<file path="config.mk">
export PLATFORM = sky130hd
export DESIGN_NAME = spi_pot_slave
export DESIGN_NICKNAME = d
export VERILOG_FILES = /design/src/rtl/spi_pot_pkg.sv /design/src/rtl/spi_pot_sync.sv /design/src/rtl/spi_pot_regs.sv /design/src/rtl/spi_pot_ctrl.sv /design/src/rtl/spi_pot_slave.sv
export SDC_FILE = /design/constraint.sdc
export NUM_CORES = 1
export LEC_CHECK = 0
export BUFFER_PORTS_ARGS = -buffer_cell sky130_fd_sc_hd__buf_2
export CAP_MARGIN = 30
export CORE_ASPECT_RATIO = 0.9
export CORE_UTILIZATION = 40
export DETAILED_ROUTE_END_ITERATION = 7
export GPL_TIMING_DRIVEN = 0
export HOLD_SLACK_MARGIN = 0.08
export PLACE_DENSITY = 0.54
export SLEW_MARGIN = 20
export SYNTH_ARGS = -nofsm -noshare
export SYNTH_HDL_FRONTEND = slang
export SYNTH_SLANG_ARGS = --single-unit
</file>
<file path="constraint.sdc">
create_clock -name clk -period 4.8 [get_ports clk]
set_input_delay 0.72 -clock clk [delete_from_list [all_inputs] [get_ports clk]]
set_output_delay 0.72 -clock clk [all_outputs]
set_load 0.1 [all_outputs]
</file>
<file path="src/rtl/spi_pot_pkg.sv">
package spi_pot_pkg;

    localparam int OP_W    = 4;
    localparam int DEV_W   = 2;
    localparam int SEL_W   = 2;
    localparam int INSTR_W = OP_W + DEV_W + SEL_W;

    typedef enum logic [OP_W-1:0] {
        OP_RD_WIPER = 4'h9,
        OP_WR_WIPER = 4'hA,
        OP_RD_DATA  = 4'hB,
        OP_WR_DATA  = 4'hC,
        OP_COPY     = 4'hD
    } op_e;

    typedef struct packed {
        logic [OP_W-1:0]  op;
        logic [DEV_W-1:0] dev;
        logic [SEL_W-1:0] sel;
    } instr_t;

    typedef enum logic [2:0] {
        PH_IDLE,
        PH_CMD,
        PH_DIN,
        PH_DOUT,
        PH_SKIP
    } phase_e;

    function automatic logic is_write_op(input logic [OP_W-1:0] op);
        return (op == OP_WR_WIPER) || (op == OP_WR_DATA);
    endfunction

    function automatic logic is_read_op(input logic [OP_W-1:0] op);
        return (op == OP_RD_WIPER) || (op == OP_RD_DATA);
    endfunction

endpackage

</file>
<file path="src/rtl/spi_pot_sync.sv">
module spi_pot_sync #(
    parameter int       W      = 1,
    parameter int       STAGES = 2,
    parameter logic [W-1:0] RST_VAL = '0
) (
    input  logic         clk,
    input  logic         rst,
    input  logic [W-1:0] din,
    output logic [W-1:0] dout
);
    logic [W-1:0] stg [STAGES];

    always_ff @(posedge clk) begin
        if (rst) begin
            for (int s = 0; s < STAGES; s++) stg[s] <= RST_VAL;
        end else begin
            stg[0] <= din;
            for (int s = 1; s < STAGES; s++) stg[s] <= stg[s-1];
        end
    end

    assign dout = stg[STAGES-1];
endmodule

</file>
<file path="src/rtl/spi_pot_regs.sv">
module spi_pot_regs
    import spi_pot_pkg::*;
#(
    parameter int DW         = 8,
    parameter int NCH        = 4,
    parameter int NVW_CYCLES = 2000
) (
    input  logic                 clk,
    input  logic                 rst,
    input  logic                 wr_en,
    input  logic [SEL_W-1:0]     wr_sel,
    input  logic [DW-1:0]        wr_val,
    input  logic                 copy_en,
    input  logic [SEL_W-1:0]     copy_sel,
    input  logic                 commit_en,
    input  logic [SEL_W-1:0]     commit_sel,
    input  logic [DW-1:0]        commit_val,
    output logic [NCH*DW-1:0]    wiper_q,
    output logic [NCH*DW-1:0]    data_q,
    output logic                 busy
);
    localparam int BC_W = $clog2(NVW_CYCLES + 1);

    logic [BC_W-1:0] busy_cnt;

    for (genvar c = 0; c < NCH; c++) begin : g_ch
        logic [DW-1:0] wip;
        logic [DW-1:0] dat;

        always_ff @(posedge clk) begin
            if (rst) begin
                wip <= '0;
                dat <= '0;
            end else begin
                if (wr_en && wr_sel == SEL_W'(c))
                    wip <= wr_val;
                else if (copy_en && copy_sel == SEL_W'(c))
                    wip <= dat;
                if (commit_en && commit_sel == SEL_W'(c))
                    dat <= commit_val;
            end
        end

        assign wiper_q[c*DW +: DW] = wip;
        assign data_q[c*DW +: DW]  = dat;
    end

    always_ff @(posedge clk) begin
        if (rst)
            busy_cnt <= '0;
        else if (commit_en)
            busy_cnt <= BC_W'(NVW_CYCLES);
        else if (busy_cnt != '0)
            busy_cnt <= busy_cnt - 1'b1;
    end

    assign busy = (busy_cnt != '0);
endmodule

</file>
<file path="src/rtl/spi_pot_ctrl.sv">
module spi_pot_ctrl
    import spi_pot_pkg::*;
#(
    parameter int DW  = 8,
    parameter int NCH = 4
) (
    input  logic              clk,
    input  logic              rst,
    input  logic              sck_lvl,
    input  logic              cs_lvl,
    input  logic              mosi_lvl,
    input  logic              hold_lvl,
    input  logic              wp_lvl,
    input  logic [DEV_W-1:0]  dev_strap,
    input  logic              busy,
    input  logic [NCH*DW-1:0] wiper_rd,
    input  logic [NCH*DW-1:0] data_rd,
    output logic              miso,
    output logic              miso_oe,
    output logic              paused,
    output logic              wr_en,
    output logic [SEL_W-1:0]  wr_sel,
    output logic [DW-1:0]     wr_val,
    output logic              copy_en,
    output logic [SEL_W-1:0]  copy_sel,
    output logic              commit_en,
    output logic [SEL_W-1:0]  commit_sel,
    output logic [DW-1:0]     commit_val
);
    localparam int MAXB  = (INSTR_W > DW) ? INSTR_W : DW;
    localparam int CNT_W = $clog2(MAXB);

    phase_e              phase;
    instr_t              cur;
    logic [CNT_W-1:0]    bit_cnt;
    logic [INSTR_W-1:0]  cmd_sh;
    logic [DW-1:0]       din_sh;
    logic [DW-1:0]       dout_sh;
    logic                sck_d, cs_d;
    logic                reading;
    logic                stage_v;
    logic                wp_seen_low;
    logic [SEL_W-1:0]    stage_sel;
    logic [DW-1:0]       stage_val;

    logic                act, sck_up, sck_dn, cs_up, cs_dn;
    logic [INSTR_W-1:0]  cmd_next;
    logic [DW-1:0]       din_next;
    instr_t              dec;

    assign act      = ~cs_lvl;
    assign sck_up   = sck_lvl & ~sck_d & act & ~paused;
    assign sck_dn   = ~sck_lvl & sck_d & act & ~paused;
    assign cs_up    = cs_lvl & ~cs_d;
    assign cs_dn    = ~cs_lvl & cs_d;
    assign cmd_next = {cmd_sh[INSTR_W-2:0], mosi_lvl};
    assign din_next = {din_sh[DW-2:0], mosi_lvl};
    assign dec      = instr_t'(cmd_next);
    assign miso_oe  = act & ~paused & reading;

    always_ff @(posedge clk) begin
        if (rst) begin
            phase       <= PH_IDLE;
            cur         <= '0;
            bit_cnt     <= '0;
            cmd_sh      <= '0;
            din_sh      <= '0;
            dout_sh     <= '0;
            sck_d       <= 1'b0;
            cs_d        <= 1'b1;
            reading     <= 1'b0;
            stage_v     <= 1'b0;
            wp_seen_low <= 1'b0;
            stage_sel   <= '0;
            stage_val   <= '0;
            paused      <= 1'b0;
            miso        <= 1'b0;
            wr_en       <= 1'b0;
            wr_sel      <= '0;
            wr_val      <= '0;
            copy_en     <= 1'b0;
            copy_sel    <= '0;
            commit_en   <= 1'b0;
            commit_sel  <= '0;
            commit_val  <= '0;
        end else begin
            sck_d     <= sck_lvl;
            cs_d      <= cs_lvl;
            wr_en     <= 1'b0;
            copy_en   <= 1'b0;
            commit_en <= 1'b0;

            // pause state only follows hold while the serial clock is low
            if (!act)
                paused <= 1'b0;
            else if (!sck_lvl)
                paused <= ~hold_lvl;

            if (cs_dn) begin
                phase       <= PH_CMD;
                bit_cnt     <= '0;
                reading     <= 1'b0;
                stage_v     <= 1'b0;
                wp_seen_low <= ~wp_lvl;
            end else if (!act) begin
                phase   <= PH_IDLE;
                reading <= 1'b0;
                stage_v <= 1'b0;
                if (cs_up && stage_v && !wp_seen_low && wp_lvl && !busy) begin
                    commit_en  <= 1'b1;
                    commit_sel <= stage_sel;
                    commit_val <= stage_val;
                end
            end else begin
                if (!wp_lvl)
                    wp_seen_low <= 1'b1;

                if (sck_up) begin
                    case (phase)
                        PH_CMD: begin
                            cmd_sh <= cmd_next;
                            if (bit_cnt == CNT_W'(INSTR_W-1)) begin
                                bit_cnt <= '0;
                                cur     <= dec;
                                if (dec.dev != dev_strap) begin
                                    phase <= PH_SKIP;
                                end else if (is_read_op(dec.op)) begin
                                    reading <= 1'b1;
                                    phase   <= PH_DOUT;
                                    dout_sh <= (dec.op == OP_RD_WIPER)
                                             ? wiper_rd[int'(dec.sel)*DW +: DW]
                                             : data_rd[int'(dec.sel)*DW +: DW];
                                end else if (is_write_op(dec.op)) begin
                                    phase <= busy ? PH_SKIP : PH_DIN;
                                end else if (dec.op == OP_COPY) begin
                                    copy_en  <= 1'b1;
                                    copy_sel <= dec.sel;
                                    phase    <= PH_SKIP;
                                end else begin
                                    phase <= PH_SKIP;
                                end
                            end else begin
                                bit_cnt <= bit_cnt + 1'b1;
                            end
                        end
                        PH_DIN: begin
                            din_sh <= din_next;
                            if (bit_cnt == CNT_W'(DW-1)) begin
                                phase <= PH_SKIP;
                                if (cur.op == OP_WR_WIPER) begin
                                    wr_en  <= 1'b1;
                                    wr_sel <= cur.sel;
                                    wr_val <= din_next;
                                end else begin
                                    stage_v   <= 1'b1;
                                    stage_sel <= cur.sel;
                                    stage_val <= din_next;
                                end
                            end else begin
                                bit_cnt <= bit_cnt + 1'b1;
                            end
                        end
                        default: ;
                    endcase
                end

                if (sck_dn && phase == PH_DOUT) begin
                    miso    <= dout_sh[DW-1];
                    dout_sh <= {dout_sh[DW-2:0], 1'b0};
                    if (bit_cnt == CNT_W'(DW-1))
                        phase <= PH_SKIP;
                    else
                        bit_cnt <= bit_cnt + 1'b1;
                end
            end
        end
    end
endmodule

</file>
<file path="src/rtl/spi_pot_slave.sv">
module spi_pot_slave
    import spi_pot_pkg::*;
#(
    parameter int DW         = 8,
    parameter int NCH        = 4,
    parameter int NVW_CYCLES = 2000
) (
    input  logic              clk,
    input  logic              rst,
    input  logic              sck,
    input  logic              cs_n,
    input  logic              mosi,
    input  logic              hold_n,
    input  logic              wp_n,
    input  logic [1:0]        dev_strap,
    output logic              miso,
    output logic              miso_oe,
    output logic              nv_busy,
    output logic [NCH*DW-1:0] wiper_o
);
    localparam int NPIN = 5;
    // pin order: wp_n, hold_n, mosi, cs_n, sck
    localparam logic [NPIN-1:0] PIN_IDLE = 5'b11010;

    logic [NPIN-1:0]   pins_lvl;
    logic              sck_lvl, cs_lvl, mosi_lvl, hold_lvl, wp_lvl;
    logic              paused;
    logic              wr_en, copy_en, commit_en;
    logic [SEL_W-1:0]  wr_sel, copy_sel, commit_sel;
    logic [DW-1:0]     wr_val, commit_val;
    logic [NCH*DW-1:0] data_q;

    spi_pot_sync #(.W(NPIN), .STAGES(2), .RST_VAL(PIN_IDLE)) sync_i (
        .clk  (clk),
        .rst  (rst),
        .din  ({wp_n, hold_n, mosi, cs_n, sck}),
        .dout (pins_lvl)
    );

    assign {wp_lvl, hold_lvl, mosi_lvl, cs_lvl, sck_lvl} = pins_lvl;

    spi_pot_ctrl #(.DW(DW), .NCH(NCH)) ctrl_i (
        .clk        (clk),
        .rst        (rst),
        .sck_lvl    (sck_lvl),
        .cs_lvl     (cs_lvl),
        .mosi_lvl   (mosi_lvl),
        .hold_lvl   (hold_lvl),
        .wp_lvl     (wp_lvl),
        .dev_strap  (dev_strap),
        .busy       (nv_busy),
        .wiper_rd   (wiper_o),
        .data_rd    (data_q),
        .miso       (miso),
        .miso_oe    (miso_oe),
        .paused     (paused),
        .wr_en      (wr_en),
        .wr_sel     (wr_sel),
        .wr_val     (wr_val),
        .copy_en    (copy_en),
        .copy_sel   (copy_sel),
        .commit_en  (commit_en),
        .commit_sel (commit_sel),
        .commit_val (commit_val)
    );

    spi_pot_regs #(.DW(DW), .NCH(NCH), .NVW_CYCLES(NVW_CYCLES)) regs_i (
        .clk        (clk),
        .rst        (rst),
        .wr_en      (wr_en),
        .wr_sel     (wr_sel),
        .wr_val     (wr_val),
        .copy_en    (copy_en),
        .copy_sel   (copy_sel),
        .commit_en  (commit_en),
        .commit_sel (commit_sel),
        .commit_val (commit_val),
        .wiper_q    (wiper_o),
        .data_q     (data_q),
        .busy       (nv_busy)
    );
endmodule

</file>
# [Word level (Yosys, flattened, before mapping)]
# Memories as Yosys holds them, arrays and structs flattened.
# Index checks and enable logic that the tools add are counted.
[op_classes] n_mux=46 bitwise=28 n_reduce_logical=53 n_addsub=2 n_eq_ne=23 shifts=2
[ops] op="$mux 8" count=15
[ops] op="$shiftx 32x6->8" count=2
[ops] op="$mux 3" count=14
[ops] op="$eq 4x4->1 const B" count=6
[ops] op="$mux 11" count=2
[ops] op="$reduce_bool 2->1" count=9
[ops] op="$logic_and 1x1->1" count=17
[ops] op="$not 1->1" count=16
[ops] op="$eq 2x2->1 const B" count=6
[ops] op="$pmux 3 s2" count=2
[ops] op="$reduce_and 4->1" count=3
[ops] op="$reduce_and 6->1" count=2
[ops] op="$mux 1" count=11
[ops] op="$reduce_bool 11->1" count=1
[ops] op="$sub 11x1->11 const B" count=1
[ops] op="$and 1x1->1" count=10
[ops] op="$mux 5" count=2
[ops] op="$reduce_and 5->1" count=2
[ops] op="$reduce_and 9->1" count=1
[ops] op="$reduce_or 9->1" count=1
[ops] op="$reduce_and 7->1" count=1
[ops] op="$eq 2x1->1 const B" count=3
[ops] op="$eq 3x2->1 const B" count=2
[ops] op="$logic_not 2->1" count=3
[ops] op="14 further kinds" count=22
[totals] mem_bits_rw=10 register_bits=151 output_inout_bits=35 n_memories=1 inputBits=9 wordCells=190
[mem_list] name="sync_i.stg" words=2 width=5 rd=2 rd_clocked_by_memory_dff=0 write_ports=2 line="spi_pot_sync.sv:11" source="logic [W-1:0] stg [STAGES];"

# [Longest topological paths before layout]
[logic_depth] word_depth=12 ltp_mapped=8 ltp_nobuf=8

# [Hierarchy]
# From an unflattened synthesis, not the netlist that was laid out.
[hier_totals] hier_cells=737 hier_area_um2=7094.3
[by_module_without_submodules] mod="spi_pot_ctrl" area_each_um2=3587.2 instances=1 cells_each=379 seq_area_each_um2=1521.5
[by_module_without_submodules] mod="spi_pot_regs" area_each_um2=3206.8 instances=1 cells_each=333 seq_area_each_um2=1501.4
[by_module_without_submodules] mod="spi_pot_sync" area_each_um2=300.3 instances=1 cells_each=25 seq_area_each_um2=200.2

# [Least setup slack after synthesis]
# Ideal clock, no wire load.
[synth_timing] path_kind="reg-to-output" start="memory sync_i.stg[0][6] in the netlist's numbering" end="output port miso_oe" required_ns=4.080 stages_incl_launch_ff=3 path_slack_ns=1.382 path_buffers=1 arrival_ns=2.698 path_cell_list="dfxtp_1 clkbuf_1 nor3b_1"
[synth_lines] element="start: declaration" line="spi_pot_sync.sv:11"
[synth_lines] element="end: declaration" line="spi_pot_slave.sv:17" source="output logic miso_oe,"

# [Worst setup path after layout]
[layout_timing] start="register regs_i.busy_cnt[0]" end="output port nv_busy"
[layout_between] elab_chain_cells=1
[layout_lines] element="start: declaration" line="spi_pot_regs.sv:24" source="logic [BC_W-1:0] busy_cnt;"
[layout_lines] element="start signal: assignment" line="spi_pot_regs.sv:52" source="busy_cnt <= BC_W'(NVW_CYCLES);"
[layout_lines] element="start signal: assignment" line="spi_pot_regs.sv:54" source="busy_cnt <= busy_cnt - 1'b1;"
[layout_lines] element="$reduce_bool 11->1" line="spi_pot_regs.sv:57" source="assign busy = (busy_cnt != '0);"
[layout_lines] element="end: declaration" line="spi_pot_slave.sv:18" source="output logic nv_busy,"
# Every way passes these cells.

==> flow_metrics.env <==
export IMPL_place_hpwl_mm=13.9
export IMPL_fmax_mhz=311
export IMPL_fp_row_count=45
export IMPL_syn_nets=717
export IMPL_cts_resized_gates=0
export IMPL_grt_pass1_vias=5125
export IMPL_root_buffer="clkbuf_16"
export IMPL_dpl_cell_area_sq_um=7500
export IMPL_cp_data_required_time_ns=4.08
export IMPL_power_density_nw_per_um2=405
export IMPL_num_antenna_cells=0
export IMPL_tritoncts_num_buffers=17
export IMPL_postCtsSetupBuffers=0
export IMPL_layout_nets=779
export IMPL_critPathArrivalTime_ns=2.50
export IMPL_gp_congestion=0.847
export IMPL_rsz0062_at_grt="false"
export IMPL_hold_buffers=0
export IMPL_drc=0
export IMPL_p_leak_nw=3.42
export IMPL_avgViaCountPerCell=5.41
export IMPL_netlist_instances=701
export IMPL_clock_skew_ns=0.0117
export IMPL_cts_tree="done"
export IMPL_synth_cell_area_sq_um=6990
export IMPL_vdd_drop_max_mv=0.261
export IMPL_status="finished clean"
export IMPL_crit_path_max_incr_delay_ns=0.50
export IMPL_clk_latency_ns=0.43
export IMPL_drtPass1Iterations=5
export IMPL_num_vias=5471
export IMPL_path_buf_inv=3
export IMPL_synth_yosys_warnings=0
export IMPL_hold_ws_ns=0.410
export IMPL_dieArea_sq_um=18000
export IMPL_crit_path_end_kind="primary output"
export IMPL_hold_violations=0
export IMPL_holdCritPathClass="flip-flop to flip-flop"
export IMPL_area_growth_pct=16.4
export IMPL_relSlewSlack=0.404
export IMPL_path_class="flip-flop to primary output"
export IMPL_start_kind="flip-flop"
export IMPL_fp_coreArea_sq_um=17000
export IMPL_crit_family="simple AND/OR/NAND/NOR gates"
export IMPL_tightest_slew_ns=0.887
export IMPL_drive_gt1_frac=0.156
export IMPL_cts_max_path_buffers=2
export IMPL_grt_remaining_overflow=0
export IMPL_cp_slowest_cell="or4_4"
export IMPL_antenna_found_initial=0
export IMPL_portBuffers=42
export IMPL_dp_cells=979
export IMPL_grt_max_degree=17
export IMPL_drt_initial_drc_count=286
export IMPL_final_area_sq_um=8130
export IMPL_ys_flop_type="dfxtp_1"
export IMPL_die_w_microns=141
export IMPL_maxCapViolations=0
export IMPL_ys_seq_area_frac=0.461
export IMPL_synth_edf_count=0
export IMPL_ioPinCount=44
export IMPL_yosysUniqueCellTypes=53
export IMPL_finalWirelength_mm=19.1
export IMPL_htree_levels=4
export IMPL_worstPathCellList="inv_1, ha_1, or4b_1, or4_4, buf_6, buf_2"
export IMPL_finalCritPeriodShare=0.670
export IMPL_clk_pin_slew_ns=0.06
export IMPL_synth_seq_cells=161
export IMPL_start_util=0.411
export IMPL_fillers=1640
export IMPL_worstPathMaxFanout=10
export IMPL_totalNegativeSetupSlack_ns=0
export IMPL_async_reset_ff_frac=0
export IMPL_grt_pass1_wl_mm=30.0
export IMPL_final_max_slew_violation_count=0
export IMPL_instances_no_fill=1011
export IMPL_clkSinkCount=161
export IMPL_min_period_ns=3.22
export IMPL_die_height_microns=127
export IMPL_total_power_mw=3.30
export IMPL_avgSynthCellArea_sq_um=9.97
export IMPL_finalSetupViolCount=0
export IMPL_wl_per_cell_microns=18.9
export IMPL_grt_total_usage=0.224
export IMPL_antenna_left=0
-- layout by cell type, fill, tap and decap left out, types with 2 or more instances in the layout --
cell        instances
dfxtp_1           161
nor2_1            130
mux2i_1           116
buf_2              48
a211oi_1           36
clkbuf_1           30
a21oi_1            27
nand2_1            26
clkbuf_16          17
mux4_2             16
inv_1              13
o21ai_0            12
or2_2              10
nor3_1              8
nor2b_1             8
nand2b_1            7
nand3_1             7
buf_1               7
xnor2_1             7
mux2_2              7
ha_1                7
a22oi_1             6
nor4_1              5
nand3b_1            5
nand4_1             4
a31oi_1             4
bufinv_16           4
nor3b_1             3
or3_1               3
and3_1              3
nor4bb_1            3
clkbuf_8            3
or4_4               2
o22ai_1             2
o2111ai_1           2
clkinvlp_4          2
clkinv_2            2
-- registers in the layout (all words and copies together), names as in the netlist, 2 cells and up --
| name | flops |
|---|---|
| ctrl_i.wr_val | 8 |
| ctrl_i.phase | 3 |
| ctrl_i.stage_sel | 2 |
| regs_i.busy_cnt | 11 |
| ctrl_i.stage_val | 8 |
| ctrl_i.commit_val | 8 |
| regs_i.g_ch.wip | 32 |
| ctrl_i.bit_cnt | 3 |
| ctrl_i.copy_sel | 2 |
| ctrl_i.din_sh | 7 |
| regs_i.g_ch.dat | 32 |
| ctrl_i.cur | 6 |
| ctrl_i.commit_sel | 2 |
| ctrl_i.wr_sel | 2 |
| ctrl_i.dout_sh | 8 |
| sync_i.stg | 10 |
| ctrl_i.cmd_sh | 7 |
-- cells in the mapped netlist, types with 4 or more instances --
| cell type | instances | share of area |
|---|---|---|
| buf_1 | 7 | 0.0038 |
| or2_2 | 10 | 0.0090 |
| nand3_1 | 7 | 0.0050 |
| nor2b_1 | 8 | 0.0072 |
| nor4_1 | 5 | 0.0045 |
| xnor2_1 | 7 | 0.0088 |
| buf_2 | 6 | 0.0043 |
| a21oi_1 | 27 | 0.019 |
| nand3b_1 | 5 | 0.0054 |
| nand2_1 | 26 | 0.014 |
| mux2_2 | 7 | 0.011 |
| a22oi_1 | 6 | 0.0064 |
| o21ai_0 | 12 | 0.0086 |
| nand4_1 | 4 | 0.0036 |
| ha_1 | 7 | 0.013 |
| mux4_2 | 16 | 0.052 |
| mux2i_1 | 116 | 0.17 |
| nand2b_1 | 7 | 0.0063 |
| a211oi_1 | 36 | 0.039 |
| clkbuf_1 | 27 | 0.015 |
| nor2_1 | 130 | 0.070 |
| nor3_1 | 8 | 0.0057 |
| a31oi_1 | 4 | 0.0036 |
| dfxtp_1 | 161 | 0.46 |
| inv_1 | 13 | 0.0070 |
-- through the flow --
stage / util / setup WS, ns
after global placement: 0.441 / 2.05
after CTS: 0.478 / 1.57
final: 0.478 / 1.58
after global routing: 0.478 / 1.52
after floorplan: - / 1.38
after detailed placement: 0.441 / 2.03
-- worst reg2reg max path, stage by stage, from the launching register on --
cell	delay, ns
dfxtp_1	0.39
ha_1	0.20
ha_1	0.34
nor4b_1	0.42
and3_1	0.22
clkbuf_1	0.31
a21oi_1	0.23
a22oi_1	0.21
a21oi_1	0.09
-- power breakdown --
group          switching, mW  total (mW)  internal [mW]
registers             0.0437        1.43           1.38
logic                  0.254       0.417          0.163
clock network          0.541        1.45          0.912
-- worst paths after layout --
kind | start | endpoint | slack (ns) | depth (start not counted)
max reg2reg | ctrl_i.bit_cnt[0] | ctrl_i.dout_sh[3] | 2.26 | 8
min reg2reg | sync_i.stg[0][1] | sync_i.stg[0][6] | 0.41 | 1
min | sync_i.stg[0][1] | sync_i.stg[0][6] | 0.41 | 1
max | regs_i.busy_cnt[0] | nv_busy | 1.58 | 6
-- cell families (layout without fill, tap and decap cells) --
kind of cell / Yosys count / in the layout / share of synthesized area
DFF: 161 / 161 / 0.461
AOI/OAI and AO/OA: 95 / 95 / 0.0883
and+or+nand+nor: 237 / 237 / 0.168
xor gates and xnor gates: 8 / 8 / 0.0100
adders and majority gates: 7 / 7 / 0.0125
buffers and inverters: 54 / 129 / 0.0312
muxes: 139 / 139 / 0.229
-- layer usage --
metal	GRT usage	vias to the layer above	part of all wire
met5	0	-	0
met4	0.0671	0	0.0080
met3	0.0394	20	0.054
met2	0.339	155	0.44
met1	0.325	2673	0.50
li1	-	2623	-
-- final cells by class --
type,count,area (sq um),share of cell area
repair buffers,43,218,0.0268
inverters,13,48.8,0.00600
clock buffers,23,478,0.0588
multi-input cells,486,3550,0.436
plain buffers,41,169,0.0208
clock inverters,9,154,0.0189
flip-flops and latches,161,3220,0.396
well taps,235,294,0.0362
(Power assumes the default switching activity.)
